**src/rtl/cos_pkg.sv**
```systemverilog
package cos_pkg;
  localparam int PORT_W      = 8;
  localparam int NUM_PORTS   = 6;
  localparam int ADDR_W      = 3;
  localparam int IN_W        = PORT_W * NUM_PORTS;
  localparam int STATUS_OFS  = 7;
  localparam int RSVD_OFS    = 3;
  localparam int IRQ_FLAG_B  = 6;

  typedef logic [NUM_PORTS-1:0] grp_mask_t;
  typedef logic [PORT_W-1:0]    byte_t;
endpackage

```
**src/rtl/cos_sync.sv**
```systemverilog
module cos_sync #(
  parameter int W      = 48,
  parameter int STAGES = 2
) (
  input  logic         clk,
  input  logic         rst_n,
  input  logic [W-1:0] d,
  output logic [W-1:0] q
);
  logic [W-1:0] stg [STAGES];

  always_ff @(posedge clk or negedge rst_n) begin
    if (!rst_n) stg[0] <= '0;
    else        stg[0] <= d;
  end

  for (genvar s = 1; s < STAGES; s++) begin : g_stage
    always_ff @(posedge clk or negedge rst_n) begin
      if (!rst_n) stg[s] <= '0;
      else        stg[s] <= stg[s-1];
    end
  end

  assign q = stg[STAGES-1];
endmodule

```
**src/rtl/cos_edge.sv**
```systemverilog
module cos_edge #(
  parameter int NUM_PORTS = 6,
  parameter int PORT_W    = 8,
  localparam int W        = NUM_PORTS * PORT_W
) (
  input  logic                 clk,
  input  logic                 rst_n,
  input  logic [W-1:0]         cur,
  output logic [NUM_PORTS-1:0] chg
);
  logic [W-1:0] prev_q;

  always_ff @(posedge clk or negedge rst_n) begin
    if (!rst_n) prev_q <= '0;
    else        prev_q <= cur;
  end

  for (genvar p = 0; p < NUM_PORTS; p++) begin : g_grp
    assign chg[p] = |(cur[p*PORT_W +: PORT_W] ^ prev_q[p*PORT_W +: PORT_W]);
  end
endmodule

```
**src/rtl/cos_status.sv**
```systemverilog
module cos_status #(
  parameter int NUM_PORTS = 6
) (
  input  logic                 clk,
  input  logic                 rst_n,
  input  logic [NUM_PORTS-1:0] chg,
  input  logic                 wr_en,
  input  logic [NUM_PORTS-1:0] wdata_en,
  input  logic                 rd_clr,
  output logic [NUM_PORTS-1:0] status_q,
  output logic                 irq
);
  logic [NUM_PORTS-1:0] en_q, en_n, status_n, keep, setv;

  always_comb begin
    en_n     = wr_en ? wdata_en : en_q;
    keep     = rd_clr ? '0 : status_q;
    setv     = chg & en_q;
    status_n = (keep | setv) & en_n;
  end

  always_ff @(posedge clk or negedge rst_n) begin
    if (!rst_n)     en_q <= '0;
    else if (wr_en) en_q <= en_n;
  end

  always_ff @(posedge clk or negedge rst_n) begin
    if (!rst_n) status_q <= '0;
    else        status_q <= status_n;
  end

  assign irq = |status_q;

  AST_ONLY_ENABLED: assert property (@(posedge clk) disable iff (!rst_n) (status_q & ~en_q) == '0);
  AST_STICKY: assert property (@(posedge clk) disable iff (!rst_n) (!rd_clr && !wr_en) |=> (($past(status_q) & ~status_q) == '0));
  AST_READ_CLEARS: assert property (@(posedge clk) disable iff (!rst_n) (rd_clr && !wr_en && ((chg & en_q) == '0)) |=> (status_q == '0));
  AST_SET_ON_CHANGE: assert property (@(posedge clk) disable iff (!rst_n) (!wr_en && ((chg & en_q) != '0)) |=> ((status_q & $past(chg & en_q)) == $past(chg & en_q)));
  AST_DISABLE_DROPS: assert property (@(posedge clk) disable iff (!rst_n) wr_en |=> ((status_q & ~$past(wdata_en)) == '0));
endmodule

```
**src/rtl/cos_input_ctrl.sv**
```systemverilog
module cos_input_ctrl
  import cos_pkg::*;
#(
  parameter int SYNC_STAGES = 2
) (
  input  logic              clk,
  input  logic              rst_n,
  input  logic [ADDR_W-1:0] bus_addr,
  input  logic              bus_wr,
  input  logic              bus_rd,
  input  logic [PORT_W-1:0] bus_wdata,
  output logic [PORT_W-1:0] bus_rdata,
  input  logic [IN_W-1:0]   din,
  output logic              irq_out
);
  logic [IN_W-1:0] sync_q;
  grp_mask_t       chg, status_q;
  logic            at_status, wr_en, rd_clr, irq;
  byte_t           port_val [NUM_PORTS];
  byte_t           stat_byte, rd_mux;
  logic [ADDR_W-1:0] idx;

  cos_sync #(.W(IN_W), .STAGES(SYNC_STAGES)) u_sync (
    .clk(clk), .rst_n(rst_n), .d(din), .q(sync_q));

  cos_edge #(.NUM_PORTS(NUM_PORTS), .PORT_W(PORT_W)) u_edge (
    .clk(clk), .rst_n(rst_n), .cur(sync_q), .chg(chg));

  assign at_status = (bus_addr == ADDR_W'(STATUS_OFS));
  assign wr_en     = bus_wr && at_status;
  assign rd_clr    = bus_rd && at_status;

  cos_status #(.NUM_PORTS(NUM_PORTS)) u_status (
    .clk(clk), .rst_n(rst_n), .chg(chg), .wr_en(wr_en),
    .wdata_en(bus_wdata[NUM_PORTS-1:0]), .rd_clr(rd_clr),
    .status_q(status_q), .irq(irq));

  for (genvar p = 0; p < NUM_PORTS; p++) begin : g_port
    assign port_val[p] = sync_q[p*PORT_W +: PORT_W];
  end

  always_comb begin
    stat_byte                  = '0;
    stat_byte[NUM_PORTS-1:0]   = status_q;
    stat_byte[IRQ_FLAG_B]      = ~irq;
    idx = (bus_addr < ADDR_W'(RSVD_OFS)) ? bus_addr : bus_addr - ADDR_W'(1);
    rd_mux = '0;
    for (int p = 0; p < NUM_PORTS; p++) begin
      if (idx == ADDR_W'(p)) rd_mux = port_val[p];
    end
    if (at_status)                          bus_rdata = stat_byte;
    else if (bus_addr == ADDR_W'(RSVD_OFS)) bus_rdata = '0;
    else                                    bus_rdata = rd_mux;
  end

  assign irq_out = irq;

  AST_RSVD_ZERO: assert property (@(posedge clk) disable iff (!rst_n) (bus_addr == ADDR_W'(RSVD_OFS)) |-> (bus_rdata == '0));
  AST_IRQ_FLAG: assert property (@(posedge clk) disable iff (!rst_n) at_status |-> (bus_rdata[IRQ_FLAG_B] == !irq_out));
  AST_BIT7_ZERO: assert property (@(posedge clk) disable iff (!rst_n) at_status |-> (bus_rdata[7] == 1'b0));
endmodule

```
**config.mk**
```make
export PLATFORM = sky130hd
export DESIGN_NAME = cos_input_ctrl
export DESIGN_NICKNAME = d
export VERILOG_FILES = /design/src/rtl/cos_pkg.sv /design/src/rtl/cos_sync.sv /design/src/rtl/cos_edge.sv /design/src/rtl/cos_status.sv /design/src/rtl/cos_input_ctrl.sv
export SDC_FILE = /design/constraint.sdc
export NUM_CORES = 1
export LEC_CHECK = 0
export BUFFER_PORTS_ARGS = -buffer_cell sky130_fd_sc_hd__buf_2
export CAP_MARGIN = 30
export CORE_ASPECT_RATIO = 1.25
export CORE_MARGIN = 3
export CORE_UTILIZATION = 56
export CTS_CLUSTER_SIZE = 8
export DETAILED_ROUTE_END_ITERATION = 8
export PLACE_DENSITY_LB_ADDON = 0.3
export SETUP_SLACK_MARGIN = 0.2
export SYNTH_ARGS = -nofsm -noshare
export SYNTH_HDL_FRONTEND = slang
export SYNTH_SLANG_ARGS = --single-unit
```
**constraint.sdc**
```tcl
create_clock -name clk -period 2.37 [get_ports clk]
set_input_delay 0.3555 -clock clk [delete_from_list [all_inputs] [get_ports clk]]
set_output_delay 0.3555 -clock clk [all_outputs]
set_load 0.01 [all_outputs]
```
Word-level counts from Yosys, hierarchy flattened
Cells that the tools add are included.

cells by class
  add/sub/neg operators = 1
  multiply operators = 0
  divide/modulo/power cells = 0
  order comparisons = 1
  equality and inequality tests = 7
  shift-type cells = 0
  multiplexer cells = 11
  bitwise gates (word level) = 10
  reduce and logical (&&, ||, !) cells = 10

operator list
  operator             count
  $mux 8               8
  $reduce_or 8->1      6
  $xor 8x8->8          6
  $and 6x6->6          2
  $mux 6               2
  $eq 3x2->1 const B   3
  $eq 3x3->1 const B   3
  $or 6x6->6           1
  $reduce_or 6->1      1
  $eq 3x1->1 const B   1
  $logic_not 3->1      1
  $lt 3x2->1 const B   1
  $mux 3               1
  $sub 3x1->3 const B  1
  $logic_and 1x1->1    2
  $not 1->1            1

storage, ports and cells
  bits in registers = 156
  latch bits = 0
  memory bits (writable) = 0
  ROM bits = 0
  bits of input ports = 63
  output and inout bits = 9
  logic and storage cells = 45
  memories kept = 0

Depth between registers and ports, before layout
  depth after elaboration = 11
  depth in mapped cells = 10
  mapped depth without buffers = 7

By module
A second synthesis with hierarchy kept.

second synthesis, totals
  cell total of the unflattened synthesis = 434
  area, all modules = 5836.8 µm²

modules (own cells, without submodules)
  module          times used  cells an instance  area an instance (µm²)  seq. area each (µm²)
  cos_sync        1           144                2762.6                  2402.3
  cos_edge        1           114                1719.1                  1201.2
  cos_input_ctrl  1           134                812.0                   0.0
  cos_status      1           42                 543.0                   300.3

Worst setup path after synthesis
Ideal clock, no wire load.

  kind = input port to output port
  start point = input port bus_addr[1]
  end point = output port bus_rdata[3]
  arrival = 1.961 ns
  data required time = 2.014 ns
  slack = 0.053 ns
  stages on the path = 9
  path buffers = 3
  path through = buf_2 -> inv_1 -> ha_1 -> buf_4 -> buf_2 -> nor2b_1 -> o21ai_0 -> a221o_1 -> a221o_1

between the ends
  cells in the longest elaborated chain, start to end = 11
  elaborated cells between the ends (all ways) = 19
  those cells by class = add/sub (1); order compare (1); eq/ne (7); mux (9); reduce/logical (1)

ends and longest elaborated chain
  item                                              line                  RTL
  start, declared                                   cos_input_ctrl.sv:8   input logic [ADDR_W-1:0] bus_addr,
  $sub 3x1->3 / $lt 3x2->1 (equally long branches)  cos_input_ctrl.sv:46  idx = (bus_addr < ADDR_W'(RSVD_OFS)) ? bus_addr : bus_addr - ADDR_W'(1);
  $mux 3                                            cos_input_ctrl.sv:46
  $logic_not 3->1                                   cos_input_ctrl.sv:49  if (idx == ADDR_W'(p)) rd_mux = port_val[p];
  $mux 8 (6 in a row)                               cos_input_ctrl.sv:49
  $mux 8                                            cos_input_ctrl.sv:52  else if (bus_addr == ADDR_W'(RSVD_OFS)) bus_rdata = '0;
  $mux 8 *                                          cos_input_ctrl.sv:51  if (at_status) bus_rdata = stat_byte;
  end, declared                                     cos_input_ctrl.sv:12  output logic [PORT_W-1:0] bus_rdata,

Mark *: on every way between the ends. The rest lies on a longest branch, timed or not.

Worst setup path in the final report
  start point = input port bus_addr[0]
  end point = output port bus_rdata[0]

The elaborated chain is that of the path after synthesis.

==> Implementation_results.wiki <==
{| class="wikitable"
! Metric !! Value
|-
| Core Region || between 9000 and 10000 µm²
|-
| Final-layout setup total negative slack || -21.7 ps
|-
| Level count of the clock H-tree || 4
|-
| Share of synthesized cell area in and, or, nand and nor gates || under 10%
|-
| Share of flip-flops with an asynchronous set or reset after synthesis || 100%
|-
| Vertical die dimension || 116 µm
|-
| Num ports || 72
|-
| FF+latch count, synth || 156
|-
| Largest net degree at the start of global routing || 69
|-
| Top routing layer in use || met4
|-
| Number of setup violations in the final report || 2
|-
| Peak per-stage delay on the critical path || around 380 ps
|-
| Post-layout net count || ~540
|-
| Critical Setup Path Class || in2out
|-
| Final wirelength || 11000 µm
|-
| Number of hold-slack violations in the final timing report || 0
|-
| Initial antenna violation count || 0
|-
| Fraction of synthesized area in multiplexers || 1.24%
|-
| Relative slew margins || a little under 60%
|-
| Type of destination of the critical path || output port
|-
| Outcome || finished, violations left
|-
| Post-synthesis adder-cell area fraction || less than 1%
|-
| Clock tree from TritonCTS || done
|-
| Clock tree buffer depth || 2
|-
| Number of enable flip-flop cells after synthesis || 0
|-
| Clock sink total || between 150 and 200
|-
| Cell repeated most along the worst path || a221o_1
|-
| Worst EP required || about 2000 ps
|-
| Post-detailed-route DRC marker count || 0
|-
| Synth Area in Compound Gates || 10.0%
|-
| Total placed instance area || between 6000 and 7000 µm²
|-
| Area share of the largest cell type after synthesis || a little under three quarters
|-
| Max capacitance violation total || 0
|-
| Synthesized instance count || 379
|-
| Crit share post-route || 101%
|-
| Worst clock skew || about 5.3 ps
|-
| Leakage power figure || 2.98 nW
|-
| Hold Crit Class || in2reg
|-
| Later-pin clock latency in the skew report || just over 400 ps
|-
| Chip width || about 94 µm
|-
| Cell area after synthesis || 5450 µm²
|-
| Worst-path clk slew || 60 ps
|-
| Dominant combinational cell family by area after synthesis || compound AO/OA/AOI/OAI gates
|-
| Routed length on met3 || 627 µm
|-
| Commonest cells in the synthesized netlist || dfrtp_1 (156), xnor2_1 (48), nand2_1 (25)
|-
| Routed met2 length || ~5300 µm
|-
| Power Dens Cells || between 900 and 1000 nW/µm²
|-
| Number of warnings printed during yosys synthesis || 0
|-
| Violated checks || negative setup slack
|-
| Wire length of the first global-routing pass || roughly 18000 µm
|-
| Non-Filler Cell Area, Final || slightly below 7000 µm²
|-
| Crit-path slowest cell || a221o_1
|-
| Routed wire length per instance || around 18 µm
|-
| Area growth, synth to finish || 24.3%
|-
| Data arrival time at the worst-slack endpoint || a little over 2000 ps
|-
| Number of distinct library cell variants in the gate-level netlist after synthesis || 43
|-
| XOR/XNOR Fraction of Synth Area || under 10%
|-
| Share of the yosys chip area belonging to registers || approximately 72%
|-
| Count of input and output buffers || 69
|-
| Wire length on met1 || roughly 4600 µm
|-
| 1st-pass router iterations || 5
|-
| Final core utilization || around 73%
|-
| Critical-path maximum fanout || 8
|-
| Ranking of synthesized cells by area || dfrtp_1 (72%), xnor2_1 (7.7%), a221o_1 (2.0%)
|-
| Library cell with the highest instance count after synthesis || dfrtp_1
|-
| Syn Area/Cell || roughly 14 µm²
|-
| Total routing usage reported by global routing || a little over a fifth
|-
| Slack of the worst reg-to-reg path || between 1000 and 1500 ps
|-
| Effective utilization at floorplan || between 50% and 60%
|-
| Die Footprint || about 11000 µm²
|-
| Routability cong. || slightly below 0.9
|-
| Standard-cell row count || 39
|-
| Max Transition Viols Final || 0
|-
| Total half-perimeter wirelength after legalization and detailed placement || 7360 µm
|-
| Residual overflow from global routing || 0
|-
| Starting DRT DRC Count || around 310
|-
| Remaining antenna violation count after routing || 0
|-
| Maximum clock frequency || ~0.42 GHz
|-
| Inserted Diodes || 0
|-
| Number of global-route vias before repair || between 3000 and 4000
|-
| Worst-case setup margin in the final layout || -14.5 ps
|-
| Net count of the mapped netlist || ~440
|-
| Slew of the pin with the lowest slew margin || 623 ps
|-
| Dominant cell type by area after synthesis || dfrtp_1
|-
| Maximum resistive drop on vdd || between 0.9 and 1 mV
|-
| Shortest period the worst path allows || about 2400 ps
|-
| Most used DFF post-synth || dfrtp_1
|-
| Share of final-layout standard cells stronger than drive strength 1 || between 20% and 30%
|-
| Kind of start point of the critical path || primary input
|-
| Number of vias per cell after detailed routing || approximately 5.5
|-
| Clock root buffer master || clkbuf_16
|-
| Cts bufs inserted || 17
|-
| Cell chain of the critical path || buf_8 -> inv_6 -> ha_4 -> buf_6 -> nand4_1 -> o211ai_4 -> a221o_1 -> a221o_1 -> buf_2
|-
| Total via count in the routed design || about 3400
|-
| Setup repair after global routing missed its margin || yes
|}
==> repair_timing <==
item	in CTS	in global routing
endpoints found under the hold margin	66	0
setup buffers	6	3
gates cloned	0	0
gates resized for setup	13	12
pin swaps	13	6
hold buffers	1	0
setup endpoints to repair	8	8
==> registers in the layout, summed over array words and instances (netlist names) <==
signal / cells
u_status.en_q: 6
u_status.status_q: 6
u_edge.prev_q: 48
u_sync.stg: 48
u_sync.q: 48
==> per-layer routing <==
metal / GRT usage (%) / vias up
li1: - / 1529
met1: 29.7 / 1683
met2: 34.0 / 142
met3: 5.15 / 36
met4: 10.3 / 0
met5: 0 / -
==> per-stage QoR <==
stage | hold slack [ps] | cells | setup slack (ps) | power [mW]
after global routing | 26.9 | 613 | -90.4 | 6.44
after global placement | 332 | 571 | 1.05 | 3.50
after floorplan | 59.9 | 379 | 208 | 3.28
final | 43.3 | 613 | -14.5 | 6.19
after CTS | 32.5 | 610 | -23.3 | 6.22
after detailed placement | 335 | 571 | -46.7 | 3.53
==> power by group <==
group          internal (mW)  leakage (nW)  switching (mW)
logic                  0.277         0.878           0.292
registers               2.84          1.83           0.128
clock network           1.58         0.271            1.08
==> worst max-delay path, delay by kind of cell <==
| family | cells | cell delay [ps] |
|---|---|---|
| buf+inv | 4 | 430 |
| compound gates | 3 | 870 |
| fa+ha+maj | 1 | 210 |
| simple gates | 1 | 150 |
==> cell families after synthesis <==
| kind of cell | count (synthesis) |
|---|---|
| mux | 6 |
| compound gates | 75 |
| xor+xnor | 48 |
| fa+ha+maj | 2 |
| simple gates | 72 |
| buf+inv | 20 |
| flops | 156 |
==> final cells by class <==
class / instances / area, µm²
Inverter: 6 / 30.0
Clock buffer: 19 / 433
Sequential cell: 156 / 3900
Multi-Input combinational cell: 203 / 1510
Fill cell: 592 / 2540
Timing Repair Buffer: 93 / 591
Tap cell: 123 / 154
Clock inverter: 13 / 155
==> cell usage in the layout (no fill, tap or decap), types with 2 or more instances in the layout <==
cell	count
a21boi_1	6
clkbuf_16	17
o21ai_1	4
mux2_1	6
bufinv_16	2
buf_12	2
a22o_1	6
clkbuf_1	2
nand3_1	2
and2_1	2
o22ai_1	7
inv_1	4
buf_8	2
dfrtp_1	156
nand4_1	15
a32oi_1	3
a221o_1	11
nand2b_4	2
inv_6	5
nand3b_1	2
nand4b_1	2
clkinvlp_4	5
nor2b_1	8
buf_6	4
nand2_1	25
or3_1	2
a21oi_1	10
buf_2	66
xnor2_1	48
inv_8	2
buf_4	18
nor2_1	7
o21ai_0	13
==> path summary, 6_finish.rpt <==
kind | from | endpoint | cells after the start
max | bus_addr[0] | bus_rdata[0] | 9
min | din[39] | u_sync.stg[87] | 1
max reg2reg | u_sync.q[47] | u_status.status_q[5] | 4
min reg2reg | u_sync.stg[58] | u_sync.q[10] | 0
max in group asynchronous | rst_n | u_sync.q[15] | 3
min in group asynchronous | rst_n | u_sync.stg[61] | 2
No activity file was read; power rests on OpenSTA's default activity.
